**config.mk**
```make
export PLATFORM = sky130hd
export DESIGN_NAME = opstack_unit
export DESIGN_NICKNAME = d
export VERILOG_FILES = /design/src/rtl/opstack_pkg.sv /design/src/rtl/opstack_store.sv /design/src/rtl/opstack_alu.sv /design/src/rtl/opstack_ctrl.sv /design/src/rtl/opstack_unit.sv
export SDC_FILE = /design/constraint.sdc
export NUM_CORES = 1
export LEC_CHECK = 0
export BUFFER_PORTS_ARGS = -buffer_cell sky130_fd_sc_hd__buf_4
export CORE_UTILIZATION = 65
export CTS_CLUSTER_SIZE = 28
export DETAILED_ROUTE_END_ITERATION = 10
export GPL_TIMING_DRIVEN = 0
export PLACE_DENSITY = 0.82
export SLEW_MARGIN = 10
export SYNTH_ARGS = -nofsm -noshare
export SYNTH_HDL_FRONTEND = slang
export SYNTH_HIERARCHICAL = 1
export SYNTH_SLANG_ARGS = --single-unit
```
**constraint.sdc**
```tcl
create_clock -name clk -period 10.19 [get_ports clk]
set_input_delay 0.5095 -clock clk [delete_from_list [all_inputs] [get_ports clk]]
set_output_delay 0.5095 -clock clk [all_outputs]
set_load 0.05 [all_outputs]
```
**src/rtl/opstack_pkg.sv**
```systemverilog
package opstack_pkg;
   localparam int OPC_W = 3;

   typedef enum logic [OPC_W-1:0] {
      OP_NOP  = 3'd0,
      OP_PUSH = 3'd1,
      OP_POP  = 3'd2,
      OP_ADD  = 3'd3,
      OP_SUB  = 3'd4
   } opcode_t;

   function automatic int ptr_width(input int depth);
      return $clog2(depth + 1);
   endfunction
endpackage

```
**src/rtl/opstack_store.sv**
```systemverilog
module opstack_store #(
   parameter int DATA_W = 16,
   parameter int DEPTH  = 8,
   parameter int SP_W   = 4
) (
   input  logic              clk,
   input  logic              wr_en,
   input  logic [SP_W-1:0]   wr_addr,
   input  logic [DATA_W-1:0] wr_data,
   input  logic [SP_W-1:0]   rd_addr_a,
   output logic [DATA_W-1:0] rd_data_a,
   input  logic [SP_W-1:0]   rd_addr_b,
   output logic [DATA_W-1:0] rd_data_b
);
   logic [DATA_W-1:0] slot [DEPTH];

   for (genvar i = 0; i < DEPTH; i++) begin : g_slot
      always_ff @(posedge clk) begin
         if (wr_en && (wr_addr == SP_W'(i)))
            slot[i] <= wr_data;
      end
   end

   // Reads outside the array return zero, which gives the empty-stack value.
   always_comb begin
      rd_data_a = '0;
      rd_data_b = '0;
      for (int k = 0; k < DEPTH; k++) begin
         if (rd_addr_a == SP_W'(k)) rd_data_a = slot[k];
         if (rd_addr_b == SP_W'(k)) rd_data_b = slot[k];
      end
   end
endmodule

```
**src/rtl/opstack_alu.sv**
```systemverilog
module opstack_alu #(
   parameter int DATA_W       = 16,
   parameter bit SHARED_ADDER = 1'b1
) (
   input  logic              do_sub,
   input  logic [DATA_W-1:0] lhs,
   input  logic [DATA_W-1:0] rhs,
   output logic [DATA_W-1:0] result
);
   if (SHARED_ADDER) begin : g_shared
      logic [DATA_W-1:0] rhs_eff;
      always_comb begin
         rhs_eff = do_sub ? ~rhs : rhs;
         result  = lhs + rhs_eff + DATA_W'(do_sub);
      end
   end else begin : g_split
      logic [DATA_W-1:0] sum_v, dif_v;
      always_comb begin
         sum_v  = lhs + rhs;
         dif_v  = lhs - rhs;
         result = do_sub ? dif_v : sum_v;
      end
   end
endmodule

```
**src/rtl/opstack_ctrl.sv**
```systemverilog
module opstack_ctrl
   import opstack_pkg::*;
#(
   parameter int DATA_W = 16,
   parameter int DEPTH  = 8,
   parameter int SP_W   = 4
) (
   input  logic              cmd_fire,
   input  logic [OPC_W-1:0]  cmd_op,
   input  logic [DATA_W-1:0] cmd_data,
   input  logic [SP_W-1:0]   sp_q,
   input  logic [DATA_W-1:0] tos_q,
   input  logic [DATA_W-1:0] second_val,
   input  logic [DATA_W-1:0] alu_res,
   output logic              alu_sub,
   output logic [SP_W-1:0]   sp_nxt,
   output logic              wr_en,
   output logic [SP_W-1:0]   wr_addr,
   output logic [DATA_W-1:0] wr_data,
   output logic [DATA_W-1:0] tos_nxt,
   output logic              ovf_nxt,
   output logic              udf_nxt
);
   localparam logic [SP_W-1:0] SP_EMPTY = SP_W'(DEPTH);
   localparam logic [SP_W-1:0] SP_PAIR  = SP_W'(DEPTH - 2);

   logic is_full, is_empty, has_pair;
   logic [SP_W-1:0] sp_up, sp_dn;

   always_comb begin
      is_full  = (sp_q == '0);
      is_empty = (sp_q == SP_EMPTY);
      has_pair = (sp_q <= SP_PAIR);
      sp_up    = sp_q + SP_W'(1);
      sp_dn    = sp_q - SP_W'(1);

      alu_sub  = 1'b0;
      sp_nxt   = sp_q;
      wr_en    = 1'b0;
      wr_addr  = sp_dn;
      wr_data  = cmd_data;
      tos_nxt  = tos_q;
      ovf_nxt  = 1'b0;
      udf_nxt  = 1'b0;

      if (cmd_fire) begin
         unique case (cmd_op)
            OP_PUSH: begin
               if (is_full) begin
                  ovf_nxt = 1'b1;
               end else begin
                  sp_nxt  = sp_dn;
                  wr_en   = 1'b1;
                  tos_nxt = cmd_data;
               end
            end
            OP_POP: begin
               if (is_empty) begin
                  udf_nxt = 1'b1;
               end else begin
                  sp_nxt  = sp_up;
                  tos_nxt = second_val;
               end
            end
            OP_ADD, OP_SUB: begin
               alu_sub = (cmd_op == OP_SUB);
               if (!has_pair) begin
                  udf_nxt = 1'b1;
               end else begin
                  sp_nxt  = sp_up;
                  wr_en   = 1'b1;
                  wr_addr = sp_up;
                  wr_data = alu_res;
                  tos_nxt = alu_res;
               end
            end
            default: ;
         endcase
      end
   end
endmodule

```
**src/rtl/opstack_unit.sv**
```systemverilog
module opstack_unit
   import opstack_pkg::*;
#(
   parameter int DATA_W       = 16,
   parameter int DEPTH        = 8,
   parameter bit SHARED_ADDER = 1'b1
) (
   input  logic              clk,
   input  logic              rst_n,
   input  logic              cmd_valid,
   output logic              cmd_ready,
   input  logic [2:0]        cmd_op,
   input  logic [DATA_W-1:0] cmd_data,
   output logic [DATA_W-1:0] tos_data,
   output logic              overflow,
   output logic              underflow
);
   localparam int SP_W = ptr_width(DEPTH);

   if (DEPTH < 2) begin : g_bad_depth
      $error("opstack_unit: DEPTH must be at least 2");
   end
   if (DATA_W < 1) begin : g_bad_width
      $error("opstack_unit: DATA_W must be positive");
   end

   logic [SP_W-1:0]   sp_q, sp_nxt, wr_addr;
   logic [DATA_W-1:0] tos_q, tos_nxt, wr_data;
   logic [DATA_W-1:0] top_val, second_val, alu_res;
   logic              wr_en, alu_sub, ovf_nxt, udf_nxt;
   logic              ovf_q, udf_q, ready_q, cmd_fire;
   logic [SP_W-1:0]   sp_second;

   assign cmd_fire  = cmd_valid && ready_q;
   assign sp_second = sp_q + SP_W'(1);

   opstack_store #(.DATA_W(DATA_W), .DEPTH(DEPTH), .SP_W(SP_W)) u_store (
      .clk       (clk),
      .wr_en     (wr_en),
      .wr_addr   (wr_addr),
      .wr_data   (wr_data),
      .rd_addr_a (sp_q),
      .rd_data_a (top_val),
      .rd_addr_b (sp_second),
      .rd_data_b (second_val)
   );

   opstack_alu #(.DATA_W(DATA_W), .SHARED_ADDER(SHARED_ADDER)) u_alu (
      .do_sub (alu_sub),
      .lhs    (second_val),
      .rhs    (top_val),
      .result (alu_res)
   );

   opstack_ctrl #(.DATA_W(DATA_W), .DEPTH(DEPTH), .SP_W(SP_W)) u_ctrl (
      .cmd_fire   (cmd_fire),
      .cmd_op     (cmd_op),
      .cmd_data   (cmd_data),
      .sp_q       (sp_q),
      .tos_q      (tos_q),
      .second_val (second_val),
      .alu_res    (alu_res),
      .alu_sub    (alu_sub),
      .sp_nxt     (sp_nxt),
      .wr_en      (wr_en),
      .wr_addr    (wr_addr),
      .wr_data    (wr_data),
      .tos_nxt    (tos_nxt),
      .ovf_nxt    (ovf_nxt),
      .udf_nxt    (udf_nxt)
   );

   always_ff @(posedge clk) begin
      if (!rst_n) begin
         sp_q    <= SP_W'(DEPTH);
         tos_q   <= '0;
         ovf_q   <= 1'b0;
         udf_q   <= 1'b0;
         ready_q <= 1'b0;
      end else begin
         sp_q    <= sp_nxt;
         tos_q   <= tos_nxt;
         ovf_q   <= ovf_nxt;
         udf_q   <= udf_nxt;
         ready_q <= 1'b1;
      end
   end

   assign cmd_ready = ready_q;
   assign tos_data  = tos_q;
   assign overflow  = ovf_q;
   assign underflow = udf_q;
endmodule

```
Word level (Yosys, flattened, before mapping)
Memory sizes are Yosys's and may differ from the RTL's.
Cells that the tools add are included.
{ "totals": {"word_cells": 144, "memories": 1, "output_inout_bits": 19, "input_bits": 22, "ff_bits": 23, "ramBits": 128} }
{ "mem_list": {"columns": ["memory", "words", "width", "read_ports", "rd_clocked_by_memory_dff", "wr", "line", "rtl"], "rows": [
  ["u_store.slot", 8, 16, 8, 0, 1, "opstack_store.sv:15", "logic [DATA_W-1:0] slot [DEPTH];"]
]} }
{ "op_classes": {"order_cmp": 1, "n_addsub": 4, "n_reduce_logical": 24, "n_bitwise": 1, "n_eq_ne": 29, "muxes": 79} }
{ "ops": {"columns": ["operator", "count"], "rows": [
  ["2-to-1 mux 16 bit", 30],
  ["OR reduction 16 bit", 7],
  ["== test 4 x 3 -> 1 bit (second input constant)", 12],
  ["case mux 16 bit (3 select lines)", 1],
  ["2-to-1 mux 1 bit", 32],
  ["== test 4 x 2 -> 1 bit (second input constant)", 6],
  ["2-to-1 mux 4 bit", 6],
  ["2-to-1 mux 3 bit", 7],
  ["adder 16 x 1 -> 16 bit", 1],
  ["adder 16 bit", 1],
  ["NOT 16 bit", 1],
  ["== test 4 x 1 -> 1 bit (second input constant)", 3],
  ["logical NOT 4 bit", 3],
  ["case mux 4 bit (3 select lines)", 1],
  ["logical AND 1 bit", 9],
  ["== test 3 x 2 -> 1 bit (second input constant)", 2],
  ["AND reduction 5 bit", 1],
  ["adder 4 x 1 -> 4 bit (second input constant)", 1],
  ["== test 4 bit (second input constant)", 1],
  ["less-or-equal comparator 4 x 3 -> 1 bit (second input constant)", 1],
  ["inequality test 2 bit (second input constant)", 2],
  ["case mux 1 bit (2 select lines)", 2],
  ["subtractor 4 x 1 -> 4 bit (second input constant)", 1],
  ["== test 3 x 1 -> 1 bit (second input constant)", 1],
  ["other kinds (6)", 6]
]} }

Longest topological paths before layout
{ "depth": {"word_depth": 23, "ltp_mapped": 19, "depth_no_buf": 17} }

Modules after synthesis
Netlist, hierarchy kept.
{ "modules_own_cells": {"columns": ["mod", "cells_each", "seq_area_each_um2", "n_inst", "area_each_um2"], "rows": [
  ["opstack_store", 455, 3843.7, 1, 6348.6],
  ["opstack_ctrl", 129, 0.0, 1, 1112.3],
  ["opstack_alu", 114, 0.0, 1, 893.4],
  ["opstack_unit", 53, 460.4, 1, 680.7]
]} }

Worst setup path before layout
No wires, ideal clock.
{ "synth_timing": {"path_kind": "input to register", "from": "in cmd_op[1]", "to": "mem u_store.slot[0][0] (enable)", "setup_ps": 409, "t_required_ps": 9781, "t_arrival_ps": 3661, "setup_slack_ps": 6120, "stages": 8, "cell_sequence": "buf_6 > or3b_4 > a221oi_4 > nand2_4 > buf_6 > a221o_1 > or3b_2 > nor3_1"} }
{ "synth_via": {"elab_chain_cells": 16, "word_cells_on_any_way": 61, "cone_classes": "eq/ne (10); mux (34); reduce/logical (17)"} }
{ "synth_lines": {"columns": ["element", "line", "rtl"], "rows": [
  ["start, declared", "opstack_unit.sv:12", "input logic [2:0] cmd_op,"],
  ["== test 3 x 2 -> 1 bit or == test 3 bit (tied branches)", "opstack_ctrl.sv:47", "unique case (cmd_op)"],
  ["OR reduction 2 bit *", "opstack_ctrl.sv:47", null],
  ["2-to-1 mux 4 bit *", "opstack_ctrl.sv:47", null],
  ["2-to-1 mux 4 bit *", "opstack_ctrl.sv:46", "if (cmd_fire) begin"],
  ["via wr_addr[3]", "opstack_unit.sv:27", "logic [SP_W-1:0] sp_q, sp_nxt, wr_addr;"],
  ["== test 4 x 1 -> 1 bit", "opstack_store.sv:19", "if (wr_en && (wr_addr == SP_W'(i)))"],
  ["logical AND 1 bit", "opstack_store.sv:19", null],
  ["2-to-1 mux 1 bit", "opstack_store.sv:19", null],
  ["2-to-1 mux 1 bit (implied by the code)", "opstack_store.sv:20", "slot[i] <= wr_data;"],
  ["OR reduction 16 bit (no line)", null, null],
  ["2-to-1 mux 3 bit (no line) or 2-to-1 mux 1 bit (tied branches) (7 in a row)", null, null],
  ["end, declared", "opstack_store.sv:15", null]
]} }
The timed path passes the listed nets; every way through them passes the cells marked *.

Worst setup path after layout
{ "layout_timing": {"from": "reg sp_q[0]", "to": "reg tos_q[14] (netlist: tos_data[14])"} }
{ "layout_via": {"word_cells_on_any_way": 46, "cone_classes": "add/sub (3); order compare (1); eq/ne (18); mux (20); bitwise (1); reduce/logical (3)"} }
{ "layout_rtl": {"columns": ["element", "line", "rtl"], "rows": [
  ["start, declared", "opstack_unit.sv:27", null],
  ["start signal, assigned", "opstack_unit.sv:75", "sp_q <= SP_W'(DEPTH);"],
  ["start signal, assigned", "opstack_unit.sv:81", "sp_q <= sp_nxt;"],
  ["adder 4 x 1 -> 4 bit *", "opstack_unit.sv:35", "assign sp_second = sp_q + SP_W'(1);"],
  ["via sp_second[2]", "opstack_unit.sv:32", "logic [SP_W-1:0] sp_second;"],
  ["logical NOT 4 bit", "opstack_store.sv:30", "if (rd_addr_b == SP_W'(k)) rd_data_b = slot[k];"],
  ["2-to-1 mux 16 bit (7 in a row)", "opstack_store.sv:30", null],
  ["2-to-1 mux 16 bit *", "opstack_store.sv:30", null],
  ["via second_val[0]", "opstack_unit.sv:29", "logic [DATA_W-1:0] top_val, second_val, alu_res;"],
  ["adder 16 bit *", "opstack_alu.sv:14", "result = lhs + rhs_eff + DATA_W'(do_sub);"],
  ["adder 16 x 1 -> 16 bit *", "opstack_alu.sv:14", null],
  ["via alu_res[14]", "opstack_unit.sv:29", null],
  ["2-to-1 mux 16 bit *", "opstack_ctrl.sv:67", "if (!has_pair) begin"],
  ["case mux 16 bit (3 select lines) *", "opstack_ctrl.sv:47", null],
  ["end signal, assigned", "opstack_unit.sv:82", "tos_q <= tos_nxt;"],
  ["end, declared", "opstack_unit.sv:28", "logic [DATA_W-1:0] tos_q, tos_nxt, wr_data;"]
]} }
The timed path passes the listed nets; every way through them passes the cells marked *. The select of a mux whose other input is x is not followed.
A chain may end at the register's enable or synchronous reset.

==> results.json <==
{
  "num-fill-cells": 878,
  "worst_slew_margin_rel_pct": 11.8,
  "final_antenna_net_count": 0,
  "drt-pass1-iter-count": 8,
  "hold_ws_ps": 227,
  "gr-total-overflow": 0,
  "timing.clock.skew_ps": 13.4,
  "numCtsBuffers": 17,
  "final_cell_mix": "sky130_fd_sc_hd__edfxtp_1 (128), sky130_fd_sc_hd__mux2i_1 (69), sky130_fd_sc_hd__a21oi_1 (54), sky130_fd_sc_hd__buf_4 (49), sky130_fd_sc_hd__nand2_1 (28)",
  "hp-start": "rst_n",
  "cts-htree-levels": 4,
  "tritoncts": "done",
  "grt_util_all_layers_pct": 41.6,
  "clkSinkCount": 151,
  "yosys_register_bits": 151,
  "io_buffer_count": 39,
  "timing.critical_path.fanout_max": 11,
  "edff_count_synth": 128,
  "synth-seq-area-share_pct": 47.6,
  "ctsRootBufferMaster": "sky130_fd_sc_hd__clkbuf_16",
  "cap_violations": 0,
  "clock_tree.buffer_depth": 2,
  "first_pass_grt_wire_length_um": 42900,
  "fp.dieH_um": 120,
  "critPathCaptureType": "register",
  "avgRoutedWirePerCell_um": 28.6,
  "timing.final.hold_violations": 0,
  "routed_wl_um": 28800,
  "min_period_over_period_pct": 53.2,
  "core_area_mm2": 0.0134,
  "floorplan.rows": 42,
  "vias": 7509,
  "reg2reg_to": "tos_data[14]",
  "clk_pin_slew_ps": 60,
  "cp_top_family": "compound AO/OA/AOI/OAI gates",
  "drc_violation_count_after_routing": 0,
  "synthCells": 751,
  "netlist-cell-type-count": 75,
  "viasPerCell": 7.46,
  "cp_common_cell": "sky130_fd_sc_hd__a21oi_1",
  "detail_route.iter0.violations": 1354,
  "combined_area_of_the_multi_input_logic_cells_mm2": 0.00437,
  "mappedNetlistArea_mm2": 0.00903,
  "place_hpwl_um": 20100,
  "cts_setup_buffers": 0,
  "p_per_area_mw_per_mm2": 137,
  "worst_ep_arrival_time_ps": 5740,
  "drive_gt1_share_pct": 25.9,
  "clock_insertion_delay_worst_skew_ps": 430,
  "hold_path_stages": 1,
  "floorplan.io_pins": 41,
  "reg2reg_depth": 17,
  "vdd_ir_drop_max_mv": 0.114,
  "startpoint": "sp_q[0]",
  "r2r_setup_slack_ps": 4770,
  "critical_setup_path_kind": "reg -> reg",
  "p_leak_uw": 0.00385,
  "place.gp.congestion": 0.939,
  "async_reset_ff_share_pct": 0,
  "worst_path_max_delay_cell": "sky130_fd_sc_hd__dfxtp_1",
  "diodes": 0,
  "synth.net_count": 793,
  "grt_start_max_net_pins": 17,
  "ys.flop_type": "sky130_fd_sc_hd__edfxtp_1",
  "crit_path_cell_trace": "ha_1, xor2_1, buf_2, nand2_1, nor2_2, a2bb2oi_1, mux2i_1, inv_1, fa_1, a21oi_1, o21bai_2, a21oi_1, or4b_1, o221ai_1, a222oi_1, o2bb2ai_1, and2_2",
  "total_negative_slack_ps": 0,
  "tightestPinTransition_ps": 1310,
  "run_status": "completed",
  "initial_core_util_pct": 67.4,
  "synthesis.area_per_instance_um2": 12.0,
  "cp_slowest_stage_delay_ps": 630,
  "final_net_count": 860,
  "grt_pass1_vias": 7349,
  "start_kind": "register",
  "unrepaired_setup_endpoints_after_global_routing": "false",
  "synthesis_warnings": 6,
  "worst-endpoint-required_ps": 10510,
  "period_minus_slack_ps": 5420,
  "antenna_violations_before_repair": 0,
  "synth_to_layout_area_growth_pct": 13.5,
  "worstReg2RegStart": "sp_q[0]",
  "die-area_mm2": 0.0144,
  "cts_resized": 0,
  "clock.fmax_mhz": 185,
  "holdBufCountCts": 0,
  "chipWidth_um": 120,
  "seqCellArea_mm2": 0.00430,
  "timing.final.setup_violations": 0,
  "layout_commonest_cell": "sky130_fd_sc_hd__edfxtp_1",
  "crit_buf_inv": 2,
  "min-delay-path-class": "in -> reg",
  "slew_violations": 0,
  "timing.hold.worst_endpoint": "cmd_ready"
}
-- flip-flops by register name, indices dropped and copies added (netlist names) --
name	flops
tos_data	16
underflow	1
u_store/slot	128
cmd_ready	1
sp_q	4
overflow	1
-- per-stage QoR --
| stage | setup WS (ps) | cell area (um2) | std cells | utilization (%) | total power, uW |
|---|---|---|---|---|---|
| 6_report | 4770 | 10300 | 1007 | 76.5 | 1410 |
| 3_3_place_gp | 4830 | 9550 | 966 | 71.3 | 812 |
| 5_1_grt | 4660 | 10300 | 1007 | 76.5 | 1440 |
| 2_1_floorplan | 6120 | 9030 | 751 | - | 774 |
| 3_5_place_dp | 5140 | 9700 | 975 | 72.4 | 817 |
| 4_1_cts | 5020 | 10300 | 1007 | 76.5 | 1400 |
-- how the worst max path moves through the flow --
stage / end / slack [ps] / cells past startpoint
global placement: u_store/slot[0][9] / 4830 / 8
finish: tos_data[14] / 4770 / 17
CTS: tos_data[14] / 5020 / 17
global route: tos_data[14] / 4660 / 17
detailed placement: tos_data[14] / 5140 / 17
floorplan: u_store/slot[0][0] / 6120 / 8
-- layer usage --
layer	vias to the layer above	global-route usage, %	part of all wire [%]
met2	681	61.7	45
li1	3074	-	-
met4	0	26.0	5.7
met1	3619	55.7	36
met3	135	9.36	13
met5	-	0	0
-- cells in the mapped netlist, types with 10 or more instances --
cell	count	area, um2
sky130_fd_sc_hd__a21oi_1	54	270
sky130_fd_sc_hd__a222oi_1	16	160
sky130_fd_sc_hd__a22oi_1	13	97.6
sky130_fd_sc_hd__and2_2	21	158
sky130_fd_sc_hd__buf_2	22	110
sky130_fd_sc_hd__dfxtp_1	23	460
sky130_fd_sc_hd__edfxtp_1	128	3840
sky130_fd_sc_hd__ha_1	19	238
sky130_fd_sc_hd__inv_1	15	56.3
sky130_fd_sc_hd__mux2_2	11	124
sky130_fd_sc_hd__mux2_4	16	240
sky130_fd_sc_hd__mux2i_1	69	691
sky130_fd_sc_hd__mux4_2	14	315
sky130_fd_sc_hd__nand2_1	28	105
sky130_fd_sc_hd__nand3_1	19	95.1
sky130_fd_sc_hd__nor2_1	28	105
sky130_fd_sc_hd__nor2b_1	13	81.3
sky130_fd_sc_hd__o21ai_0	23	115
sky130_fd_sc_hd__o22ai_1	10	62.6
sky130_fd_sc_hd__o2bb2ai_1	22	193
sky130_fd_sc_hd__xor2_1	26	228
-- logic make-up (layout without fill, tap and decap cells) --
group / after synthesis / after routing / synth area share, %
AOI/OAI and AO/OA: 201 / 201 / 16.1
xor gates and xnor gates: 35 / 35 / 3.39
adders and majority gates: 20 / 20 / 2.85
buffers and inverters: 68 / 148 / 4.24
DFF: 151 / 151 / 47.6
muxes: 110 / 110 / 15.2
and+or+nand+nor: 166 / 166 / 10.6
-- layout make-up --
type,instances,area share (%)
sequential,151,42.0
multi-input combinational,532,42.7
tap,176,2.15
clock buffer,19,4.22
clock inverter,13,1.20
buffer,53,3.19
inverter,15,0.549
timing repair buffer,48,4.06
-- report_power, final --
part | internal [uW] | switching [uW] | total (uW)
Combinational | 52.2 | 84.3 | 136
Clock | 339 | 260 | 599
Sequential | 671 | 2.60 | 674
Note: power is estimated with default switching activity, not from simulation.
